**src/rtl/ser_pkg.sv**
```systemverilog
package ser_pkg;

  // Number of divide-by-2 stages in the select chain.
  parameter int SER_DIV_STAGES = 3;

  // Bits per word: two per half-rate cycle, 2**stages cycles per word.
  function automatic int word_bits(input int stages);
    return 2 << stages;
  endfunction

  // Serial index carried in a given phase of pair slot k (phase 0 = high).
  function automatic int serial_index(input int k, input int phase);
    return 2 * k + phase;
  endfunction

endpackage

```
**src/rtl/ser_divider.sv**
```systemverilog
module ser_divider #(
  parameter int STAGES = 3
) (
  input  logic              clk_hr,
  input  logic              rst_in,
  output logic              rst_q,
  output logic [STAGES-1:0] sel,
  output logic              load
);
  logic [STAGES:0] carry;

  // Reset retimed on the falling edge before it touches the chain.
  always_ff @(negedge clk_hr) rst_q <= rst_in;

  assign carry[0] = 1'b1;

  for (genvar i = 0; i < STAGES; i++) begin : g_stage
    logic st_q;
    always_ff @(posedge clk_hr) begin
      if (rst_q) st_q <= 1'b0;
      else if (carry[i]) st_q <= ~st_q;
    end
    assign sel[i]     = st_q;
    assign carry[i+1] = carry[i] & st_q;
  end

  // Last count of a word: the next rising edge makes the slowest stage fall.
  assign load = carry[STAGES] & ~rst_q;

  assert_div_step_R3: assert property (@(posedge clk_hr) disable iff (rst_q)
    1'b1 |=> sel == ($past(sel) + 1'b1));

  assert_div_preset_R4: assert property (@(posedge clk_hr) disable iff (rst_q)
    $fell(rst_q) |-> sel == '0);
endmodule

```
**src/rtl/ser_word_stage.sv**
```systemverilog
module ser_word_stage #(
  parameter int W = 16
) (
  input  logic         clk_hr,
  input  logic         rst_q,
  input  logic         load,
  input  logic         bit_order,
  input  logic [W-1:0] par_word,
  output logic [W-1:0] ser_word
);
  logic [W-1:0] hold_q;

  // Arrange the word so that serial index i always sits at position i.
  function automatic logic [W-1:0] orient(input logic [W-1:0] w, input logic rev);
    logic [W-1:0] r;
    for (int i = 0; i < W; i++) r[i] = rev ? w[W-1-i] : w[i];
    return r;
  endfunction

  always_ff @(posedge clk_hr) begin
    if (rst_q) begin
      hold_q   <= '0;
      ser_word <= '0;
    end else if (load) begin
      hold_q   <= orient(par_word, bit_order);
      ser_word <= hold_q;
    end
  end

  assert_hold_between_R6: assert property (@(posedge clk_hr) disable iff (rst_q)
    !load |=> $stable(hold_q) && $stable(ser_word));

  assert_transfer_R8: assert property (@(posedge clk_hr) disable iff (rst_q)
    load |=> ser_word == $past(hold_q));
endmodule

```
**src/rtl/ser_mux_tree.sv**
```systemverilog
module ser_mux_tree #(
  parameter int SEL_W = 3,
  localparam int N = 1 << SEL_W
) (
  input  logic [N-1:0]     leaves,
  input  logic [SEL_W-1:0] sel,
  output logic             pick
);
  // Heap-ordered nodes: node k has children 2k+1 and 2k+2; leaves at the tail.
  logic [2*N-2:0] node;

  assign node[2*N-2:N-1] = leaves;

  for (genvar d = 0; d < SEL_W; d++) begin : g_depth
    for (genvar o = 0; o < (1 << d); o++) begin : g_node
      localparam int K = (1 << d) - 1 + o;
      assign node[K] = sel[SEL_W-1-d] ? node[2*K+2] : node[2*K+1];
    end
  end

  assign pick = node[0];
endmodule

```
**src/rtl/ser_ddr_out.sv**
```systemverilog
module ser_ddr_out (
  input  logic clk_hr,
  input  logic rst_q,
  input  logic ev_in,
  input  logic od_in,
  output logic ser_out
);
  logic ev_q, od_stage, od_q;

  always_ff @(posedge clk_hr) begin
    if (rst_q) begin
      ev_q     <= 1'b0;
      od_stage <= 1'b0;
    end else begin
      ev_q     <= ev_in;
      od_stage <= od_in;
    end
  end

  // The odd bit moves to a falling-edge flop so it is steady through the low phase.
  always_ff @(negedge clk_hr) od_q <= od_stage;

  assign ser_out = rst_q ? 1'b0 : (clk_hr ? ev_q : od_q);
endmodule

```
**src/rtl/ddr_ser16.sv**
```systemverilog
module ddr_ser16 #(
  parameter int DIV_STAGES = ser_pkg::SER_DIV_STAGES,
  localparam int W = ser_pkg::word_bits(DIV_STAGES),
  localparam int HALF = W / 2
) (
  input  logic         clk_hr,
  input  logic         rst_in,
  input  logic         bit_order,
  input  logic         fwd_off,
  input  logic [W-1:0] par_word,
  output logic         ser_out,
  output logic         word_clk,
  output logic         fwd_clk
);
  logic                  rst_q;
  logic                  load;
  logic [DIV_STAGES-1:0] sel;
  logic [W-1:0]          ser_word;
  logic [HALF-1:0]       ev_leaf, od_leaf;
  logic                  ev_bit, od_bit;

  ser_divider #(.STAGES(DIV_STAGES)) u_div (
    .clk_hr(clk_hr), .rst_in(rst_in), .rst_q(rst_q), .sel(sel), .load(load)
  );

  ser_word_stage #(.W(W)) u_word (
    .clk_hr(clk_hr), .rst_q(rst_q), .load(load), .bit_order(bit_order),
    .par_word(par_word), .ser_word(ser_word)
  );

  for (genvar j = 0; j < HALF; j++) begin : g_lane
    assign ev_leaf[j] = ser_word[ser_pkg::serial_index(j, 0)];
    assign od_leaf[j] = ser_word[ser_pkg::serial_index(j, 1)];
  end

  ser_mux_tree #(.SEL_W(DIV_STAGES)) u_tree_ev (
    .leaves(ev_leaf), .sel(sel), .pick(ev_bit)
  );
  ser_mux_tree #(.SEL_W(DIV_STAGES)) u_tree_od (
    .leaves(od_leaf), .sel(sel), .pick(od_bit)
  );

  ser_ddr_out u_out (
    .clk_hr(clk_hr), .rst_q(rst_q), .ev_in(ev_bit), .od_in(od_bit), .ser_out(ser_out)
  );

  assign word_clk = sel[DIV_STAGES-1];
  assign fwd_clk  = clk_hr & ~fwd_off;

  assert_wordclk_fall_R6: assert property (@(posedge clk_hr) disable iff (rst_q)
    $fell(word_clk) |-> $past(load));

  assert_quiet_reset_R5: assert property (@(posedge clk_hr) disable iff (!rst_q)
    $past(rst_q) |-> ser_out == 1'b0);
endmodule

```
**config.mk**
```make
export PLATFORM = sky130hd
export DESIGN_NAME = ddr_ser16
export DESIGN_NICKNAME = d
export VERILOG_FILES = /design/src/rtl/ser_pkg.sv /design/src/rtl/ser_divider.sv /design/src/rtl/ser_word_stage.sv /design/src/rtl/ser_mux_tree.sv /design/src/rtl/ser_ddr_out.sv /design/src/rtl/ddr_ser16.sv
export SDC_FILE = /design/constraint.sdc
export NUM_CORES = 1
export LEC_CHECK = 0
export BUFFER_PORTS_ARGS = -buffer_cell sky130_fd_sc_hd__buf_2
export CAP_MARGIN = 5
export CORE_MARGIN = 5
export CORE_UTILIZATION = 44
export CTS_BUF_LIST = sky130_fd_sc_hd__clkbuf_2 sky130_fd_sc_hd__clkbuf_4 sky130_fd_sc_hd__clkbuf_8
export CTS_CLUSTER_DIAMETER = 200
export DETAILED_ROUTE_END_ITERATION = 6
export RECOVER_POWER = 100
export SLEW_MARGIN = 20
export SYNTH_ARGS = -nofsm -noshare
export SYNTH_HDL_FRONTEND = slang
export SYNTH_SLANG_ARGS = --single-unit
```
**constraint.sdc**
```tcl
create_clock -name clk_hr -period 3.3 [get_ports clk_hr]
set_input_delay 0.66 -clock clk_hr [delete_from_list [all_inputs] [get_ports clk_hr]]
set_output_delay 0.66 -clock clk_hr [all_outputs]
set_load 0.03 [all_outputs]
```
==> summary.md <==
| Metric | Value |
|---|---|
| Status | `complete, but fails checks` |
| Failing checks | `setup timing` |
| Final hold violation count | `0` |
| Netlist Area Pre-Place | `1570 µm²` |
| Routed Antenna Nets | `0` |
| Crit path max fanout | `1` |
| # setup viols final | `2` |
| Hold path depth | `2` |
| Placed inst area | `1680 µm²` |
| Peak VDD IR | `~0.00022 V` |
| Effective utilization at floorplan | `0.464` |
| Tot Pwr | `0.000978 W` |
| Setup CP Type | `register to output port` |
| Ys Warns | `0` |
| Post-synthesis sequential area ratio | `0.497` |
| HPWL after DPL | `1980 µm` |
| Post-Synthesis Net Count | `157` |
| Critical-path top delay cell | `dfxtp_1` |
| Mapped Cells | `137` |
| Clock skew | `approximately 0.075 ns` |
| # nets final | `183` |
| Yosys cell types | `21` |
| Max stage delay on crit path | `roughly 0.29 ns` |
| Vias | `1,062` |
| Avg WL per Cell | `13.5 µm` |
| Port Buffers | `22` |
| Gr ovfl total | `0` |
| Initial antenna violation count | `1` |
| Design area | `1780 µm²` |
| Post-route DRC | `0` |
| Reg2reg path depth | `5` |
| Die X | `69.8 µm` |
| WP data required | `around 2.6 ns` |
| RD Place Congestion | `slightly above 0.8` |
| Number of fill cells | `roughly 320` |
| Core Box Area | `around 3400 µm²` |
| Final slew viol count | `0` |
| Layout cell share with drive strength beyond 1 | `0.268` |
| GR Util All Layers | `0.130` |
| Layout Cells excl Fill | `211` |
| Vias in the first global route | `1,086` |
| Clock Latency Late Sink | `between 0.5 and 0.6 ns` |
| Dpl cells | `a little under 200` |
| Slew headroom | `0.615` |
| Max Cap Viol | `0` |
| Worst-Margin Slew | `between 0.5 and 0.6 ns` |
| Drt first-iter violations | `65` |
| Leak | `between 0.7 and 0.8 nW` |
| Die Ht | `approximately 70 µm` |
| Crit path buf inv count | `1` |
| Worst path depth | `3` |
| Fin util | `0.524` |
| Row count | `21` |
| Io pins | `23` |
| Initial DRT Pass Iterations | `4` |
| Startpoint types | `register` |
| Mean Syn Cell Area | `11.5 µm²` |
| Post-Route WL | `2850 µm` |
| Pwr per Cell Area | `551 nW/µm²` |
| Min-delay worst type | `register to register` |
| Largest net degree at the start of global routing | `33` |
| Cell Chain, Critical Path | `mux2i_1 -> nor2_1 -> buf_4` |
| Via-per-instance ratio | `5.03` |
| Die area | `about 4900 µm²` |
| Clk slew on worst S/H paths | `0.11 ns` |
| CTS tree | `done` |
| Worst Path Arrival | `2.78 ns` |
| #FFs+latches synth | `39` |
| Kind of cell adding the most delay to the critical path | `flip-flops` |
| Final setup margin | `-0.139 ns` |
| P&R area growth vs syn | `13.0%` |
| First-pass GRT wire length | `4800 µm` |
| CP endpoint kind | `output port` |
| RSZ-0062 raised after global routing | `true` |
[worst register-to-register path, cell delays in order (launching register included)]
cell      delay, ns
dfxtp_1        0.33
clkbuf_4       0.13
clkbuf_1       0.33
a31oi_4        0.04
clkbuf_4       0.30
a22o_1         0.30
[logic make-up after synthesis]
group | count (synthesis) | share of synthesized area
xor gates and xnor gates | 2 | 0.0111
muxes | 23 | 0.181
AOI/OAI and AO/OA | 33 | 0.178
DFF | 39 | 0.497
and+or+nand+nor | 27 | 0.0764
buffers and inverters | 13 | 0.0573
[area by class of cell]
| cell class | instances | area [µm²] | share of cell area |
|---|---|---|---|
| Timing Repair Buffer | 24 | 125 | 0.0705 |
| Clock buffer | 12 | 93.8 | 0.0529 |
| Clock inverter | 4 | 41.3 | 0.0233 |
| Antenna cell | 1 | 2.50 | 0.00141 |
| Tap cell | 46 | 57.6 | 0.0324 |
| Multi-Input combinational cell | 85 | 674 | 0.380 |
| Sequential cell | 39 | 781 | 0.440 |
[state kept, by name, indices dropped and copies added, names as in the netlist]
register            cells
u_out.od_q              1
u_word.hold_q          16
u_out.ev_q              1
u_div.rst_q             1
u_div.g_stage.st_q      3
u_out.od_stage          1
u_word.ser_word        16
[worst paths after layout]
kind / startpoint / to / slack, ns
max: u_out.od_q / ser_out / -0.14
min: u_word.hold_q[7] / u_word.hold_q[7] / 0.46
max reg2reg: u_div.rst_q / u_word.ser_word[13] / 0.04
min reg2reg: u_word.hold_q[7] / u_word.hold_q[7] / 0.46
[stage by stage]
step / hold slack, ns / setup WS (ns) / setup TNS, ns
floorplan: 0.426 / 0.124 / 0
global placement: 0.438 / 0.373 / 0
detailed placement: 0.441 / 0.322 / 0
CTS: 0.466 / -0.160 / -0.160
global route: 0.479 / -0.213 / -0.614
finish: 0.462 / -0.139 / -0.139
[synthesized netlist by cell type, drive strengths merged]
| library cell | instances | share of area |
|---|---|---|
| mux2i | 19 | 0.12 |
| xor2 | 1 | 0.0056 |
| buf | 11 | 0.053 |
| nor2 | 8 | 0.021 |
| nand3 | 1 | 0.011 |
| a31oi | 1 | 0.014 |
| clkbuf | 1 | 0.0024 |
| o21ai | 16 | 0.075 |
| inv | 1 | 0.0024 |
| nand2 | 17 | 0.041 |
| or2 | 1 | 0.0040 |
| mux4 | 4 | 0.060 |
| xnor2 | 1 | 0.0056 |
| dfxtp | 39 | 0.50 |
| a22o | 16 | 0.089 |
[placed cells by master (no fill, tap or decap), types with 2 or more instances in the layout]
| master | instances |
|---|---|
| a22o_1 | 16 |
| buf_2 | 20 |
| buf_4 | 2 |
| clkbuf_1 | 2 |
| clkbuf_4 | 11 |
| dfxtp_1 | 39 |
| inv_1 | 3 |
| mux2i_1 | 19 |
| mux4_2 | 3 |
| nand2_1 | 17 |
| nor2_1 | 7 |
| o21ai_0 | 13 |
| o21ai_2 | 3 |
[timing repair]
action | CTS | global route
resized for setup | 2 | 0
setup endpoints to repair | 2 | 2
hold endpoints to repair | 0 | 0
gates cloned | 0 | 0
hold buffers | 0 | 0
buffers inserted | 1 | 0
[per-layer routing]
metal,share of wire,vias to the layer above,global-route usage
met5,0,-,0
met4,0.0095,0,0.0894
met3,0.046,5,0.0594
met2,0.51,18,0.199
met1,0.44,496,0.143
li1,-,543,-
[where the power goes]
group	internal [W]	total [W]	switching, W
logic	0.0000263	0.0000533	0.0000270
clock network	0.000244	0.000438	0.000194
registers	0.000475	0.000487	0.0000114
total	0.000746	0.000978	0.000232
Note: power is estimated with default switching activity, not from simulation.
